===== src/rtl/fdtrk_pkg.sv =====
package fdtrk_pkg;
  typedef enum logic [1:0] {
    PH_OPCODE = 2'd0,
    PH_SELECT = 2'd1,
    PH_DATA   = 2'd2
  } fdtrk_phase_e;

  localparam int OP_BIT   = 6;
  localparam int HIGH_BIT = 2;
endpackage


===== src/rtl/fdtrk_cmd_seq.sv =====
module fdtrk_cmd_seq
  import fdtrk_pkg::*;
#(
  parameter int DATA_W = 8,
  parameter int DRV_W  = 2
) (
  input  logic              clk,
  input  logic              rst,
  input  logic              cmd_valid,
  input  logic [DATA_W-1:0] cmd_byte,
  output logic              exec,
  output logic              exec_wr,
  output logic [DRV_W-1:0]  exec_drv,
  output logic              exec_hi,
  output logic [DATA_W-1:0] exec_data
);
  fdtrk_phase_e       phase_q;
  logic               wr_q;
  logic [DRV_W-1:0]   drv_q;
  logic               hi_q;

  always_ff @(posedge clk) begin
    if (rst) begin
      phase_q <= PH_OPCODE;
      wr_q    <= 1'b0;
      drv_q   <= '0;
      hi_q    <= 1'b0;
    end else if (cmd_valid) begin
      unique case (phase_q)
        PH_OPCODE: begin
          wr_q    <= cmd_byte[OP_BIT];
          phase_q <= PH_SELECT;
        end
        PH_SELECT: begin
          drv_q   <= cmd_byte[DRV_W-1:0];
          hi_q    <= cmd_byte[HIGH_BIT];
          phase_q <= PH_DATA;
        end
        default: phase_q <= PH_OPCODE;
      endcase
    end
  end

  assign exec      = cmd_valid && (phase_q == PH_DATA);
  assign exec_wr   = wr_q;
  assign exec_drv  = drv_q;
  assign exec_hi   = hi_q;
  assign exec_data = cmd_byte;

  // the phase counter stays within the three command bytes
  assert_phase_range_R2: assert property (@(posedge clk) disable iff (rst)
    phase_q inside {PH_OPCODE, PH_SELECT, PH_DATA});

  // an executed command restarts framing at the opcode byte
  assert_exec_restart_R2: assert property (@(posedge clk) disable iff (rst)
    exec |=> phase_q == PH_OPCODE);
endmodule


===== src/rtl/fdtrk_drv_map.sv =====
module fdtrk_drv_map #(
  parameter int DRV_W = 2
) (
  input  logic [DRV_W-1:0] code,
  input  logic             four_drv,
  input  logic             swap_02,
  output logic             drv_en
);
  localparam logic [DRV_W-1:0] CODE_D2 = DRV_W'(2);
  localparam logic [DRV_W-1:0] CODE_D3 = DRV_W'(3);

  always_comb begin
    if (code == CODE_D3)      drv_en = four_drv;
    else if (code == CODE_D2) drv_en = four_drv | swap_02;
    else                      drv_en = 1'b1;
  end
endmodule


===== src/rtl/fdtrk_store.sv =====
module fdtrk_store #(
  parameter int DATA_W  = 8,
  parameter int DRV_CNT = 4,
  localparam int DRV_W  = $clog2(DRV_CNT),
  localparam int TRK_W  = 2 * DATA_W
) (
  input  logic              clk,
  input  logic              rst,
  input  logic              wr_en,
  input  logic [DRV_W-1:0]  wr_drv,
  input  logic              wr_hi,
  input  logic [DATA_W-1:0] wr_data,
  input  logic              ld_en,
  input  logic [DRV_W-1:0]  ld_drv,
  input  logic [TRK_W-1:0]  ld_word,
  input  logic [DRV_W-1:0]  rd_drv,
  input  logic              rd_hi,
  output logic [DATA_W-1:0] rd_data
);
  logic [DRV_CNT-1:0][TRK_W-1:0] words;

  for (genvar d = 0; d < DRV_CNT; d++) begin : g_drive
    logic [TRK_W-1:0] word_q;
    always_ff @(posedge clk) begin
      if (rst) begin
        word_q <= '0;
      end else if (ld_en && ld_drv == DRV_W'(d)) begin
        word_q <= ld_word;
      end else if (wr_en && wr_drv == DRV_W'(d)) begin
        if (wr_hi) word_q[TRK_W-1:DATA_W] <= wr_data;
        else       word_q[DATA_W-1:0]     <= wr_data;
      end
    end
    assign words[d] = word_q;
  end

  logic [TRK_W-1:0] rd_word;
  assign rd_word = words[rd_drv];
  assign rd_data = rd_hi ? rd_word[TRK_W-1:DATA_W] : rd_word[DATA_W-1:0];

  // checker state: remembers the last load request
  logic             chk_ld_q;
  logic [DRV_W-1:0] chk_drv_q;
  logic [TRK_W-1:0] chk_word_q;
  always_ff @(posedge clk) begin
    if (rst) begin
      chk_ld_q   <= 1'b0;
      chk_drv_q  <= '0;
      chk_word_q <= '0;
    end else begin
      chk_ld_q   <= ld_en;
      chk_drv_q  <= ld_drv;
      chk_word_q <= ld_word;
    end
  end

  // a load always lands in full, even against a same-cycle write
  assert_load_wins_R9: assert property (@(posedge clk) disable iff (rst)
    chk_ld_q |-> words[chk_drv_q] == chk_word_q);

  // a write without a load changes one byte only
  assert_write_one_byte_R6: assert property (@(posedge clk) disable iff (rst)
    (wr_en && !ld_en) |=>
      (wr_hi ? words[$past(wr_drv)][DATA_W-1:0] == $past(words[wr_drv][DATA_W-1:0])
             : words[$past(wr_drv)][TRK_W-1:DATA_W] == $past(words[wr_drv][TRK_W-1:DATA_W])));
endmodule


===== src/rtl/fdtrk_track_regs.sv =====
module fdtrk_track_regs #(
  parameter int DATA_W  = 8,
  parameter int DRV_CNT = 4,
  localparam int DRV_W  = $clog2(DRV_CNT),
  localparam int TRK_W  = 2 * DATA_W
) (
  input  logic              clk,
  input  logic              rst,
  input  logic              cmd_valid,
  input  logic [DATA_W-1:0] cmd_byte,
  input  logic              four_drv,
  input  logic              swap_02,
  input  logic              ld_valid,
  input  logic [DRV_W-1:0]  ld_drive,
  input  logic [TRK_W-1:0]  ld_track,
  output logic              res_valid,
  output logic [DATA_W-1:0] res_byte
);
  logic              exec, exec_wr, exec_hi, drv_en;
  logic [DRV_W-1:0]  exec_drv;
  logic [DATA_W-1:0] exec_data, rd_data;

  fdtrk_cmd_seq #(.DATA_W(DATA_W), .DRV_W(DRV_W)) u_seq (
    .clk(clk), .rst(rst), .cmd_valid(cmd_valid), .cmd_byte(cmd_byte),
    .exec(exec), .exec_wr(exec_wr), .exec_drv(exec_drv),
    .exec_hi(exec_hi), .exec_data(exec_data)
  );

  fdtrk_drv_map #(.DRV_W(DRV_W)) u_map (
    .code(exec_drv), .four_drv(four_drv), .swap_02(swap_02), .drv_en(drv_en)
  );

  logic wr_en;
  assign wr_en = exec && exec_wr && drv_en;

  fdtrk_store #(.DATA_W(DATA_W), .DRV_CNT(DRV_CNT)) u_store (
    .clk(clk), .rst(rst),
    .wr_en(wr_en), .wr_drv(exec_drv), .wr_hi(exec_hi), .wr_data(exec_data),
    .ld_en(ld_valid), .ld_drv(ld_drive), .ld_word(ld_track),
    .rd_drv(exec_drv), .rd_hi(exec_hi), .rd_data(rd_data)
  );

  always_ff @(posedge clk) begin
    if (rst) begin
      res_valid <= 1'b0;
      res_byte  <= '0;
    end else begin
      res_valid <= exec;
      if (exec) begin
        if (!drv_en)      res_byte <= '0;
        else if (exec_wr) res_byte <= exec_data;
        else              res_byte <= rd_data;
      end
    end
  end

  // result strobe never lasts two cycles
  assert_res_pulse_R2: assert property (@(posedge clk) disable iff (rst)
    res_valid |=> !res_valid);

  // an unreachable drive code yields a zero result
  assert_blocked_zero_R8: assert property (@(posedge clk) disable iff (rst)
    (exec && !drv_en) |=> (res_valid && res_byte == '0));

  // an accepted write echoes the third command byte
  assert_write_echo_R6: assert property (@(posedge clk) disable iff (rst)
    (exec && exec_wr && drv_en) |=> res_byte == $past(cmd_byte));
endmodule


===== config.mk =====
export PLATFORM = sky130hd
export DESIGN_NAME = fdtrk_track_regs
export DESIGN_NICKNAME = d
export VERILOG_FILES = /design/src/rtl/fdtrk_pkg.sv /design/src/rtl/fdtrk_cmd_seq.sv /design/src/rtl/fdtrk_drv_map.sv /design/src/rtl/fdtrk_store.sv /design/src/rtl/fdtrk_track_regs.sv
export SDC_FILE = /design/constraint.sdc
export NUM_CORES = 1
export LEC_CHECK = 0
export BUFFER_PORTS_ARGS = -buffer_cell sky130_fd_sc_hd__buf_4
export CORE_ASPECT_RATIO = 0.9
export CORE_MARGIN = 2
export CORE_UTILIZATION = 45
export CTS_BUF_LIST = sky130_fd_sc_hd__clkbuf_4 sky130_fd_sc_hd__clkbuf_8
export CTS_CLUSTER_SIZE = 30
export DETAILED_ROUTE_END_ITERATION = 12
export GPL_TIMING_DRIVEN = 0
export HOLD_SLACK_MARGIN = 0.06
export PLACE_DENSITY_LB_ADDON = 0.15
export SETUP_SLACK_MARGIN = 0.2
export SLEW_MARGIN = 25
export SYNTH_ARGS = -nofsm -noshare
export SYNTH_HDL_FRONTEND = slang
export SYNTH_SLANG_ARGS = --single-unit

===== constraint.sdc =====
create_clock -name clk -period 2.4 [get_ports clk]
set_input_delay 0.12 -clock clk [delete_from_list [all_inputs] [get_ports clk]]
set_output_delay 0.12 -clock clk [all_outputs]
set_load 0.02 [all_outputs]

==> impl_metrics.csv, run 1 <==
group,metric,value,unit
synthesis,synth_top_area_cell,"dfxtp_1",
timing,post-route-period-util,85.7,%
timing,tightest_slew,875,ps
floorplan,num_io_pins,41,
synthesis,synth-warning-count,0,
floorplan,core,0.00869,mm²
timing,hold_violations,0,
floorplan,dieArea,0.00985,mm²
synthesis,synth_top_area_share,38.8,%
synthesis,ys_seq_area_share,38.8,%
synthesis,synth.cell_area,0.00408,mm²
synthesis,syn_avg_cell_area,9.27,µm²
routing,routed_wl,12800,µm
global_routing,grt_pass1_vias,3522,
cts,postCtsSetupBuffers,0,
worst_setup_path,cp.required,2670,ps
worst_setup_path,reg2reg_slack,340,ps
worst_setup_path,path_cells,"buf_2 -> nor2b_1 -> clkbuf_1 -> nand4b_1 -> buf_2 -> mux2i_1 -> a211oi_1",
power,peakVddDrop,0.330,mV
cts,htreeDepth,3,
worst_setup_path,path_max_fanout,10,
worst_setup_path,reg2reg_to,"u_store.g_drive[0].word_q[15]",
routing,wl_per_cell,21.1,µm
routing,dr.pass1.iters,5,
cts,ctsRootBufferMaster,"clkbuf_8",
global_routing,grt-ovfl-total,0,
global_routing,grt_start_max_net_pins,14,
floorplan,num_rows,32,
finish,drive_gt1_share,15.2,%
timing,finClkSkew,9.14,ps
global_routing,grt_pass1_wl,19900,µm
timing,max_freq,486,MHz
synthesis,synth.most_common_cell,"mux2i_1",
min_path,hold_start,"ld_track[3]",
synthesis,synth_cell_type_count,45,
floorplan,start_util,47.0,%
worst_setup_path,path_class,"reg2reg",
status,status,"finished, final reports clean",
routing,vias,3628,
finish,n_antenna_cell,0,
cts,cts_tree,"built",
worst_setup_path,path_buf_inv,3,
cts,clock_latency,350,ps
global_routing,grt_antenna_before_repair,0,
min_path,hp-class,"in2reg",
cts,cts_sinks,79,
timing,finalSetupTns,0,ps
power,p_per_area,647,mW/mm²
synthesis,yosys-top-cells-count,"mux2i_1, dfxtp_1, nor2_1",
synthesis,synth.area.top_cells,"dfxtp_1, mux2i_1, a211oi_1",
synthesis,async_flop_share,0,%
worst_setup_path,r2r-start,"u_seq.exec_hi",
global_routing,track_usage,26.6,%
timing,period_minus_slack,2060,ps
min_path,hold_depth,3,
synthesis,synth-edff-count,0,
synthesis,synth_fp_nets,472,
power,power.total,3.07,mW
timing,hold-worst-slack,81.5,ps
place,dp.cells,591,
worst_setup_path,crit_top_cell,"buf_2",
finish,syn2layout_area_growth,16.4,%
routing,drcViolationCount,0,
synthesis,synth_cells,440,
place,numPortBuffers,32,
finish,fin_area,0.00475,mm²
timing,grt_setup_unrepaired,"false",
worst_setup_path,crit_family,"buffers and inverters",
worst_setup_path,cp-start-kind,"flop",
synthesis,ys_seq_elements,79,
floorplan,die_x,104,µm
cts,clk_pin_slew,90,ps
timing,max_slew_margin,41.2,%
worst_setup_path,r2r_cells,7,
worst_setup_path,arrival,2330,ps
min_path,hold_end,"u_store.g_drive[2].word_q[3]",
worst_setup_path,max_stage_delay,370,ps
timing,slew_violations,0,
power,static-leakage-power,1.81,nW
place,dpl_cell_area,0.00447,mm²
routing,ant_nets,0,
routing,vias_per_cell,5.98,
flow_run,cap_violations,0,
worst_setup_path,slowest_stage,"clkbuf_1",
place,gp_congestion,0.876,
cts,clock_path_buffers,2,
floorplan,die_y,94.3,µm
timing,setup_viol,0,
finish,stdcell_count,607,
synthesis,ys.flop_type,"dfxtp_1",
place,hpwl,9030,µm
finish,nNetsFinal,516,
cts,cts_inserted_buffers,9,
routing,drt_iter0_drc,334,
worst_setup_path,crit_path_end_kind,"flop",
==> per-stage QoR <==
step                      utilization, %  setup slack (ps)
after floorplan                        -               716
after global placement              51.4               186
after detailed placement            51.4               179
after CTS                           54.6               347
after global routing                54.7               209
final                               54.7               343
==> repair_timing <==
action	4_1_cts	5_1_grt
hold buffers	1	0
endpoints found under the hold margin	1	0
setup endpoints to repair	7	1
gates resized for setup	1	1
==> how the worst max path moves through the flow <==
stage	from	end	slack, ps	cells after the start
floorplan	u_seq.exec_drv[0]	u_store.g_drive[0].word_q[7]	720	6
global placement	u_seq.exec_hi	u_store.g_drive[2].word_q[8]	190	6
detailed placement	u_seq.exec_hi	u_store.g_drive[2].word_q[11]	180	6
CTS	u_seq.exec_hi	u_store.g_drive[2].word_q[11]	350	6
global route	u_seq.exec_hi	u_store.g_drive[0].word_q[13]	210	7
finish	u_seq.exec_hi	u_store.g_drive[0].word_q[15]	340	7
==> worst reg2reg max path: stages, from the launching register on <==
cell      delay [ps]
dfxtp_1          340
buf_2            270
nor2b_1          170
clkbuf_1         370
nand4b_1         150
buf_2            260
mux2i_1          160
a211oi_1         260
==> registers in the layout, indices dropped and copies added (netlist names) <==
name and flops:
u_store.g_drive.word_q 64, u_seq.exec_drv 2, res_valid 1, res_byte 8
u_seq.exec_wr 1, u_seq.exec_hi 1, u_seq.phase_q 2
==> layout make-up <==
class	count	area [µm²]
Fill cell	824	3940
Sequential cell	79	1580
Multi-Input combinational cell	314	2300
Clock inverter	6	134
Tap cell	119	149
Clock buffer	9	124
Timing Repair Buffer	33	250
Inverter	3	11.3
Buffer	44	200
==> placed cells by master, fill, tap and decap left out, types with 3 or more instances in the layout <==
cell,n
a21oi_1,27
o32ai_1,6
clkbuf_1,32
a2bb2oi_1,7
nand2b_1,5
nand2_1,18
mux2i_1,81
nand3_1,3
dfxtp_1,79
a211oi_1,40
mux2_2,5
nand3b_1,3
nor2b_1,5
o221ai_1,3
o22ai_1,4
o21ai_0,28
buf_4,33
bufinv_16,4
buf_2,7
nor2_1,48
clkbuf_8,9
mux4_2,4
buf_6,3
inv_1,3
==> routing by layer <==
metal,track usage [%],wire (µm),vias to the layer above
li1,-,-,1709
met1,35.9,5970,1741
met2,41.8,5710,157
met3,6.21,932,21
met4,10.1,187,0
met5,0,0,-
==> report_power, final <==
| part | total [mW] | switching, mW | internal, mW |
|---|---|---|---|
| Sequential | 1.41 | 0.0350 | 1.37 |
| Combinational | 0.366 | 0.223 | 0.143 |
| Clock | 1.30 | 0.509 | 0.791 |
==> cell families after synthesis <==
logic type | share of synthesized area, %
AOI/OAI and AO/OA | 20.2
and+or+nand+nor | 12.4
muxes | 23.5
DFF | 38.8
buffers and inverters | 5.18
No activity file was read; power rests on OpenSTA's default activity.
==> run 2: changes to the inputs <==
--- a/config.mk
+++ b/config.mk
@@ -6,9 +6,11 @@
 export NUM_CORES = 1
 export LEC_CHECK = 0
 export BUFFER_PORTS_ARGS = -buffer_cell sky130_fd_sc_hd__buf_4
+export CELL_PAD_IN_SITES_DETAIL_PLACEMENT = 0
+export CELL_PAD_IN_SITES_GLOBAL_PLACEMENT = 2
 export CORE_ASPECT_RATIO = 0.9
 export CORE_MARGIN = 2
-export CORE_UTILIZATION = 45
+export CORE_UTILIZATION = 38
 export CTS_BUF_LIST = sky130_fd_sc_hd__clkbuf_4 sky130_fd_sc_hd__clkbuf_8
 export CTS_CLUSTER_SIZE = 30
 export DETAILED_ROUTE_END_ITERATION = 12
==> run 2 against run 1 <==
  * The run now ends with design-rule violations left
  * Sequential share of layout area is 0.062 points higher
  * Final cell count is 2.0% higher
  * Setup slack worse by 33 ps
  * Critical endpoint is now u_store.g_drive[3].word_q[0]
==> impl_metrics.csv, run 2 (synthesis gave the netlist of run 1 again) <==
group,metric,value,unit
worst_setup_path,reg2reg_slack,310,ps
finish,n_antenna_cell,0,
cts,clock_latency,370,ps
routing,vias_per_cell,6.01,
power,p_int,2.11,mW
worst_setup_path,crit_path_end_kind,"flop",
min_path,hp-class,"in2reg",
finish,reg.largest.list,"u_store.g_drive.word_q x64, res_byte x8",
finish,regMostFlops,"u_store.g_drive.word_q",
global_routing,grt_antenna_before_repair,0,
timing,setup_slack,309,ps
finish,final_cell_mix,"mux2i_1, dfxtp_1, nor2_1",
timing,max_slew_margin,36.5,%
timing,tightest_slew,945,ps
power,swShare,27.4,%
floorplan,num_rows,35,
timing,finalSetupTns,0,ps
timing,slew_violations,0,
power,peakVddDrop,0.367,mV
finish,nNetsFinal,517,
worst_setup_path,path_class,"reg2reg",
worst_setup_path,r2r-start,"u_seq.phase_q[1]",
min_path,hold_depth,3,
min_path,hold_end,"u_store.g_drive[2].word_q[12]",
cts,clk_pin_slew,90,ps
timing,period_minus_slack,2090,ps
routing,met1_length,6620,µm
routing,ant_nets,0,
timing,grt_setup_unrepaired,"true",
power,switchingPower,0.796,mW
routing,drt_iter0_drc,280,
worst_setup_path,r2r_cells,4,
routing,topRoutingLayerUsed,"met4",
worst_setup_path,path_max_fanout,8,
finish,largest_reg_flops,64,
floorplan,start_util,39.5,%
routing,wl_per_cell,23.1,µm
cts,clock_path_buffers,2,
power,power.total,2.91,mW
global_routing,track_usage,25.3,%
routing,routed_wl,14300,µm
place,place_ws,137,ps
worst_setup_path,cp-start-kind,"flop",
routing,vias,3719,
finish,final_common_cell,"mux2i_1",
worst_setup_path,reg2reg_to,"u_store.g_drive[3].word_q[0]",
cts,cts_sinks,79,
finish,syn2layout_area_growth,16.2,%
routing,dr.pass1.iters,9,
cts,cts_tree,"built",
finish,drive_gt1_share,15.5,%
floorplan,core,0.0103,mm²
global_routing,grt_start_max_net_pins,14,
worst_setup_path,arrival,2360,ps
routing,drcViolationCount,2,
place,gp_congestion,0.896,
global_routing,grt_pass1_wl,21400,µm
cts,ctsRootBufferMaster,"clkbuf_8",
power,clkPwrFrac,38.8,%
timing,post-route-period-util,87.1,%
global_routing,grt_pass1_vias,3530,
floorplan,num_io_pins,41,
place,numPortBuffers,32,
floorplan,die_y,102,µm
routing,met2_length,6600,µm
timing,max_freq,478,MHz
floorplan,die_x,113,µm
flow_run,cap_violations,0,
min_path,hold_start,"ld_track[12]",
status,status,"complete, but fails checks",
timing,finClkSkew,10.7,ps
place,hpwl,9900,µm
global_routing,grt-ovfl-total,0,
cts,cts_inserted_buffers,9,
power,p_seq_share,48.4,%
power,static-leakage-power,1.80,nW
routing,met3_length,770,µm
floorplan,dieArea,0.0116,mm²
worst_setup_path,cp.required,2670,ps
power,comb_power_share,12.8,%
power,p_per_area,613,mW/mm²
cts,htreeDepth,3,
timing,hold_violations,0,
timing,setup_viol,0,
status,violations,"design-rule violations",
==> run 2: changes by cell type in the layout (fill, tap and decap cells not counted), sizes merged <==
cell      delta
clkinvlp     +2
bufinv       -2
buf          +1
clkbuf       +1
==> run 2: critical path: stages, from the launching register on <==
cell      delay [ps]
dfxtp_1          450
and4b_1          330
nand4_1          640
mux2i_1          290
a211oi_1         290
==> run 2: worst max-delay path by stage <==
stage                 startpoint                       endpoint  slack, ps  cells past startpoint
4_1_cts         u_seq.phase_q[0]   u_store.g_drive[1].word_q[1]        280                      5
2_1_floorplan  u_seq.exec_drv[0]   u_store.g_drive[0].word_q[7]        720                      6
3_5_place_dp       u_seq.exec_hi  u_store.g_drive[2].word_q[14]        140                      6
3_3_place_gp       u_seq.exec_hi  u_store.g_drive[2].word_q[13]        150                      6
6_report        u_seq.phase_q[1]   u_store.g_drive[3].word_q[0]        310                      4
5_1_grt            u_seq.exec_hi  u_store.g_drive[0].word_q[12]        180                      7
==> run 2: routing by layer <==
metal / global-route usage [%] / up-vias
met2: 40.5 / 143
met5: 0 / -
li1: - / 1718
met3: 4.74 / 22
met4: 7.97 / 0
met1: 34.8 / 1836
==> run 2: final cells by class <==
type	count	area, µm²
clock buffer	10	131
buffer	44	200
multi-input combinational	314	2300
sequential	79	1580
timing repair buffer	34	270
tap	129	161
fill	1033	5590
inverter	3	11.3
clock inverter	6	85.1
==> run 2: power by group through the flow <==
stage / clock, mW / sequential, mW / combinational, mW
finish: 1.13 / 1.41 / 0.371
global route: 1.18 / 1.41 / 0.399
CTS: 1.14 / 1.41 / 0.368
detailed placement: 0 / 1.44 / 0.364
global placement: 0 / 1.43 / 0.362
floorplan: 0 / 1.43 / 0.222
==> run 2: through the flow <==
step / utilization, % / area (µm²) / hold slack [ps] / instances
floorplan: - / 4080 / 204 / 440
global placement: 43.4 / 4480 / 307 / 601
detailed placement: 43.4 / 4480 / 307 / 601
finish: 45.9 / 4740 / 71.5 / 619
global route: 45.9 / 4740 / 67.3 / 619
CTS: 45.6 / 4710 / 64.3 / 618
==> run 2: what timing repair did <==
action | 4_1_cts | 5_1_grt
hold buffers | 1 | 0
setup buffers | 0 | 1
pin swaps | 0 | 1
resized for setup | 1 | 1
endpoints found under the setup margin | 8 | 10
endpoints found under the hold margin | 1 | 0
